### config.mk
export PLATFORM = sky130hd
export DESIGN_NAME = zstuff_nrzi_tx
export DESIGN_NICKNAME = d
export VERILOG_FILES = /design/src/rtl/zstuff_pkg.sv /design/src/rtl/zstuff_run_ctrl.sv /design/src/rtl/zstuff_line_enc.sv /design/src/rtl/zstuff_nrzi_tx.sv
export SDC_FILE = /design/constraint.sdc
export NUM_CORES = 1
export LEC_CHECK = 0
export BUFFER_PORTS_ARGS = -buffer_cell sky130_fd_sc_hd__clkbuf_2
export CAP_MARGIN = 25
export CORE_AREA = 10 10 47 49
export DETAILED_ROUTE_END_ITERATION = 8
export DIE_AREA = 0 0 57 59
export GPL_TIMING_DRIVEN = 0
export SYNTH_ARGS = -nofsm -noshare
export SYNTH_HDL_FRONTEND = slang
export SYNTH_SLANG_ARGS = --single-unit
### constraint.sdc
create_clock -name clk -period 1.8 [get_ports clk]
set_input_delay 0.18 -clock clk [delete_from_list [all_inputs] [get_ports clk]]
set_output_delay 0.18 -clock clk [all_outputs]
set_load 0.01 [all_outputs]
### src/rtl/zstuff_pkg.sv
// Shared constants for the zero-stuffing transmitter.
package zstuff_pkg;
    // Default count of data ones after which a zero is inserted.
    localparam int unsigned RUN_LEN_DEF = 6;
    // Idle level of both output lines.
    localparam logic LINE_IDLE = 1'b1;
endpackage

### src/rtl/zstuff_run_ctrl.sv
// Run-of-ones tracker. Counts the data ones taken on strobe cycles and
// decides, strobe by strobe, whether the bit to emit is the data bit or an
// inserted zero.
// Assumes: bit_stb is a one-cycle strobe; the source holds ser_din across a
// strobe that emits an inserted zero; frame_start may land on any cycle.
module zstuff_run_ctrl #(
    parameter int unsigned RUN_LEN = zstuff_pkg::RUN_LEN_DEF
) (
    input  logic clk,
    input  logic rst_n,
    input  logic bit_stb,
    input  logic frame_start,
    input  logic ser_din,
    output logic stuff_now,
    output logic emit_bit
);
    localparam int unsigned CNT_W = $clog2(RUN_LEN + 1);
    localparam logic [CNT_W-1:0] CNT_MAX = CNT_W'(RUN_LEN);

    logic [CNT_W-1:0] run_cnt;
    logic [CNT_W-1:0] eff_cnt;

    // Select the bit to emit; frame_start makes the count look empty.
    always_comb begin
        eff_cnt   = frame_start ? '0 : run_cnt;
        stuff_now = bit_stb && (eff_cnt == CNT_MAX);
        emit_bit  = stuff_now ? 1'b0 : ser_din;
    end

    // Advance the ones count on strobes; clear on zero, insertion or frame start.
    always_ff @(posedge clk) begin
        if (!rst_n) begin
            run_cnt <= '0;
        end else if (bit_stb) begin
            if (stuff_now || !ser_din) run_cnt <= '0;
            else                       run_cnt <= eff_cnt + 1'b1;
        end else if (frame_start) begin
            run_cnt <= '0;
        end
    end

    AST_CNT_BOUND: assert property (@(posedge clk) disable iff (!rst_n)
        run_cnt <= CNT_MAX);
    AST_RUN_RESTART: assert property (@(posedge clk) disable iff (!rst_n)
        (bit_stb && !frame_start && run_cnt == CNT_MAX) |=> (run_cnt == '0));
    AST_START_CLEARS: assert property (@(posedge clk) disable iff (!rst_n)
        (frame_start && !bit_stb) |=> (run_cnt == '0));
endmodule

### src/rtl/zstuff_line_enc.sv
// Output stage. Registers the emitted bit, the insertion flag and the
// transition-coded line level. All three change only on strobe cycles.
// Assumes: bit_in and stuff_in are valid when bit_stb is high.
module zstuff_line_enc (
    input  logic clk,
    input  logic rst_n,
    input  logic bit_stb,
    input  logic bit_in,
    input  logic stuff_in,
    output logic nrz_q,
    output logic nrzi_q,
    output logic flag_q
);
    // Capture the emitted bit and toggle the line on zeros, once per strobe.
    always_ff @(posedge clk) begin
        if (!rst_n) begin
            nrz_q  <= zstuff_pkg::LINE_IDLE;
            nrzi_q <= zstuff_pkg::LINE_IDLE;
            flag_q <= 1'b0;
        end else if (bit_stb) begin
            nrz_q  <= bit_in;
            flag_q <= stuff_in;
            if (!bit_in) nrzi_q <= ~nrzi_q;
        end
    end

    AST_FLAG_IS_ZERO: assert property (@(posedge clk) disable iff (!rst_n)
        flag_q |-> !nrz_q);
endmodule

### src/rtl/zstuff_nrzi_tx.sv
// Zero-stuffing NRZI transmitter top. Inserts a zero after every RUN_LEN
// data ones and line-codes the stuffed stream. It reports each inserted bit
// so the source can keep its pending bit for one more bit period.
// Assumes: one strobe per bit period; synchronous active-low reset.
module zstuff_nrzi_tx #(
    parameter int unsigned RUN_LEN = zstuff_pkg::RUN_LEN_DEF
) (
    input  logic clk,
    input  logic rst_n,
    input  logic bit_stb,
    input  logic ser_din,
    input  logic frame_start,
    output logic nrz_out,
    output logic nrzi_out,
    output logic stuff_flag
);
    logic stuff_now;
    logic emit_bit;

    zstuff_run_ctrl #(.RUN_LEN(RUN_LEN)) u_run (
        .clk         (clk),
        .rst_n       (rst_n),
        .bit_stb     (bit_stb),
        .frame_start (frame_start),
        .ser_din     (ser_din),
        .stuff_now   (stuff_now),
        .emit_bit    (emit_bit)
    );

    zstuff_line_enc u_enc (
        .clk      (clk),
        .rst_n    (rst_n),
        .bit_stb  (bit_stb),
        .bit_in   (emit_bit),
        .stuff_in (stuff_now),
        .nrz_q    (nrz_out),
        .nrzi_q   (nrzi_out),
        .flag_q   (stuff_flag)
    );

    AST_NRZI_RULE: assert property (@(posedge clk) disable iff (!rst_n)
        bit_stb |=> ((nrzi_out == $past(nrzi_out)) == nrz_out));
    AST_HOLD_OFF_STB: assert property (@(posedge clk) disable iff (!rst_n)
        !bit_stb |=> $stable({nrz_out, nrzi_out, stuff_flag}));
endmodule

# Word-level counts from Yosys, hierarchy flattened
# Cells that the tools add are included.
# W data, S select, Z words.
# word_totals
ff_bits,6
in_bits,5
output_inout_bits,3
wordCells,16
# op_classes
addsub,1
eq_ne,1
muxes,4
n_bitwise,2
reduce_logical,4
# op_table
operator,n
$mux W3,3
$add A3 B1 Y3 const B,1
$eq A3 B3 Y1 const B,1
$not A1 Y1,2
$reduce_and A2 Y1,1
$logic_and A1 B1 Y1,1
$logic_not A1 Y1,1
$logic_or A1 B1 Y1,1
$mux W1,1

# Longest topological paths before layout
# depth
ltp_word,6
ltp_mapped,6
mapped_depth_nobuf,6

# Cells and area by module
# A second synthesis with hierarchy kept.
# hier_totals
hier_cells,32
hier_area_um2,324.1
# by_module_without_submodules
mod,n_inst,cells_each,area_per_inst_um2,seq_area_each_um2
zstuff_run_ctrl,1,21,200.2,60.1
zstuff_line_enc,1,11,123.9,60.1

# Worst setup path before layout
# OpenSTA, ideal clock, no wires.
# synth_timing
path_kind,register -> register
startpoint,register u_run.run_cnt[0]
endpoint,register u_enc.nrzi_q
setup_ns,0.123
t_arrival_ns,1.192
t_required_ns,1.677
path_slack_ns,0.485
stages_incl_launch_ff,7
n_path_buf,0
synth_period_minus_slack_ns,1.315
cell_sequence,dfxtp_1 nor2b_1 inv_1 ha_1 nand4b_2 o21ai_2 mux2_1
# synth_between
elab_chain_len,6
# synth_rtl
element,line,source
start: declaration,zstuff_run_ctrl.sv:20,logic [CNT_W-1:0] run_cnt;
start signal: assignment,zstuff_run_ctrl.sv:36,else run_cnt <= eff_cnt + 1'b1;
$mux W3,n/a,
$eq A3 B3 Y1,zstuff_run_ctrl.sv:26,stuff_now = bit_stb && (eff_cnt == CNT_MAX);
$logic_and A1 B1 Y1,zstuff_run_ctrl.sv:26,
$mux W1,zstuff_run_ctrl.sv:27,emit_bit = stuff_now ? 1'b0 : ser_din;
$not A1 Y1 (no line),n/a,
$reduce_and A2 Y1 (no line),n/a,
end signal: assignment,zstuff_line_enc.sv:18,nrzi_q <= zstuff_pkg::LINE_IDLE;
end signal: assignment,zstuff_line_enc.sv:23,if (!bit_in) nrzi_q <= ~nrzi_q;
end: declaration,zstuff_line_enc.sv:11,"output logic nrzi_q,"
# Every way passes these cells.
# A chain may end at the register's enable or synchronous reset.

# Final worst setup path
# Same ends and word-level chain as after synthesis.

==> impl_metrics.py <==
metrics = {
    "yosys": {
        "yosys.area.top_type_share": 0.419,
        "synth-seq-cells": 6,
        "syn_avg_cell_area_sq_um": 9.55,
        "ys_seq_area_frac": 0.419,
        "synthCells": 30,
        "synthTopCellsByCount": "dfxtp_1, nor2_1, nand2_1",
        "synth_nets": 37,
        "synth_top_cell_by_area": "dfxtp_1",
        "synth.top_cells.by_area": "dfxtp_1, ha_1, xnor2_1",
        "synth_ff_type": "dfxtp_1",
        "ys_warn_count": 0,
        "synthArstFlopShare": 0,
        "yosysUniqueCellTypes": 16,
        "synth-edff-count": 0,
        "yosysMostFrequentCell": "dfxtp_1",
        "syn_area_sq_um": 287,
    },
    "grt": {
        "grt_pass1_wl_um": 1000,
        "antenna_found_initial": 0,
        "grt_max_degree": 6,
        "grt_pass1_vias": 258,
        "track_usage": 0.0398,
        "gr-total-overflow": 0,
    },
    "floorplanning": {
        "ios": 8,
        "start_util": 0.204,
        "die_y_um": 59,
        "coreArea_sq_um": 1400,
        "fp.dieW_um": 57,
        "rows": 14,
        "die_area_sq_um": 3360,
    },
    "route": {
        "viasPerCell": 4.05,
        "drc": 0,
        "drt_iter0_drc": 2,
        "drtAntennaViolNets": 0,
        "vias": 227,
        "first_pass_iters": 4,
        "finalWirelength_um": 548,
        "wl_per_cell_um": 9.79,
    },
    "cells_and_area": {
        "final_area_sq_um": 364,
        "multi_input_area_sq_um": 159,
        "drive_gt1_frac": 0.325,
        "nFillCells": 167,
        "syn2layout_area_growth_pct": 27.1,
        "regArea_sq_um": 120,
        "antenna_cells": 0,
        "nNetsFinal": 49,
    },
    "sta": {
        "tightest_slew_ns": 0.271,
        "slew_headroom": 0.819,
        "report.final.slew_viol_count": 0,
        "layout_min_cycle_time_ns": 1.43,
        "grt_setup_unrepaired": "no",
        "setup_viol": 0,
        "min_period_over_period": 0.797,
        "hold_viol": 0,
        "max_freq_ghz": 0.697,
        "finalClockSkew_ns": 0.000741,
        "setup-tns-final_ns": 0,
    },
    "clock_tree": {
        "cts_tree": "done",
        "cts.sinks": 6,
        "numCtsBuffers": 3,
        "postCtsSetupBuffers": 0,
        "clk_pin_slew_ns": 0.05,
        "htree_levels": 1,
        "clk_latency_ns": 0.24,
        "max-clock-path-buffers": 2,
        "cts_resized": 0,
        "cts_hold_buf": 0,
        "cts_root_buf": "clkbuf_4",
    },
    "worst_setup_path": {
        "slowest_stage": "mux2_1",
        "critPathMaxStageDelay_ns": 0.31,
        "cp.arrival_ns": 1.56,
        "rr_worst_depth": 6,
        "crit_path_end_kind": "flip-flop",
        "r2r-start": "u_run.run_cnt[0]",
        "r2r-end": "u_enc.nrzi_q",
        "cp.required_ns": 1.93,
        "crit_path_max_fanout": 3,
        "start_kind": "flip-flop",
        "r2r_setup_slack_ns": 0.37,
        "path_class": "flip-flop to flip-flop",
        "cp_cell_sequence": "nor2b_1 -> inv_1 -> ha_1 -> nand4b_2 -> o21ai_2 -> mux2_1",
    },
    "min_path": {
        "hold_class": "primary input to flip-flop",
        "worstHoldStart": "rst_n",
        "whs_endpoint": "u_enc.nrz_q",
        "hold_depth": 2,
    },
    "pwr": {
        "power_uw": 296,
        "power_density_nw_per_um2": 813,
        "p_leak_uw": 0.000163,
        "vdd_ir_drop_max_v": 0.000344,
    },
    "placed_design": {
        "io_buffers": 7,
        "place.gp.congestion": 0.666,
        "dpl_cell_area_sq_um": 342,
    },
    "flow_run": {
        "cap_viol_max_count": 0,
    },
    "status": {
        "outcome": "finished, final reports clean",
    },
}
[power by group]
group	switching (uW)	leakage [uW]	internal (uW)
clock network	50.8	0.0000138	75.6
logic	15.5	0.000100	13.9
registers	1.93	0.0000490	138
[metrics by stage]
step / util / hold slack (ns) / cells / worst slack [ns]
after detailed placement: 0.244 / 0.408 / 53 / 0.357
after global placement: 0.244 / 0.396 / 53 / 0.388
after global routing: 0.260 / 0.145 / 56 / 0.272
final: 0.260 / 0.145 / 56 / 0.365
after CTS: 0.260 / 0.136 / 56 / 0.351
after floorplan: - / 0.256 / 30 / 0.485
[per-layer routing]
layer	track usage	vias to the layer above	share of wire
met5	0	-	0
met2	0.0481	11	0.34
li1	-	118	-
met1	0.0392	96	0.46
met3	0.0472	2	0.18
met4	0.0201	0	0.024
[final cells by class]
cell class	instances	area share
multi-input cells	22	0.436
flip-flops and latches	6	0.330
repair buffers	7	0.0962
clock buffers	3	0.0619
well taps	16	0.0550
inverters	2	0.0206
[registers in the layout (all words and copies together) (netlist names)]
| signal | count |
|---|---|
| u_run.run_cnt | 3 |
| u_enc.flag_q | 1 |
| u_enc.nrz_q | 1 |
| u_enc.nrzi_q | 1 |
[critical path: cells and delay by family, from the launching register on]
kind | cells | cell delay (ns)
AO/OA/AOI/OAI | 1 | 0.08
adder cells (fa/ha/maj) | 1 | 0.19
buffers and inverters | 1 | 0.07
flip-flops | 1 | 0.29
multiplexers | 1 | 0.31
AND/OR/NAND/NOR | 2 | 0.37
[logic make-up after synthesis]
logic type | after synthesis | share of synthesized area
flops | 6 | 0.419
simple gates | 12 | 0.231
fa+ha+maj | 2 | 0.0873
buf+inv | 2 | 0.0262
compound gates | 4 | 0.100
mux | 2 | 0.0742
xor+xnor | 2 | 0.0611
[cells in the final DEF (no fill, tap or decap)]
| cell | count |
|---|---|
| clkbuf_2 | 7 |
| dfxtp_1 | 6 |
| nor2_1 | 4 |
| nand2_1 | 3 |
| clkbuf_4 | 3 |
| nor2b_1 | 2 |
| xnor2_1 | 2 |
| nand2b_1 | 2 |
| ha_1 | 2 |
| inv_1 | 1 |
| inv_2 | 1 |
| nand4b_2 | 1 |
| o21ai_2 | 1 |
| o21ai_0 | 1 |
| o211ai_1 | 1 |
| mux2i_1 | 1 |
| a21boi_0 | 1 |
| mux2_1 | 1 |
[worst max-delay path by stage]
stage	from	end	slack, ns	cells after the start
after floorplan	u_run.run_cnt[0]	u_enc.nrzi_q	0.48	6
after global placement	u_run.run_cnt[0]	u_enc.nrzi_q	0.39	6
after detailed placement	frame_start	u_enc.nrzi_q	0.36	7
after CTS	u_run.run_cnt[0]	u_enc.nrzi_q	0.35	6
after global routing	u_run.run_cnt[0]	u_enc.nrzi_q	0.27	6
final	u_run.run_cnt[0]	u_enc.nrzi_q	0.37	6
Note: power is estimated with default switching activity, not from simulation.
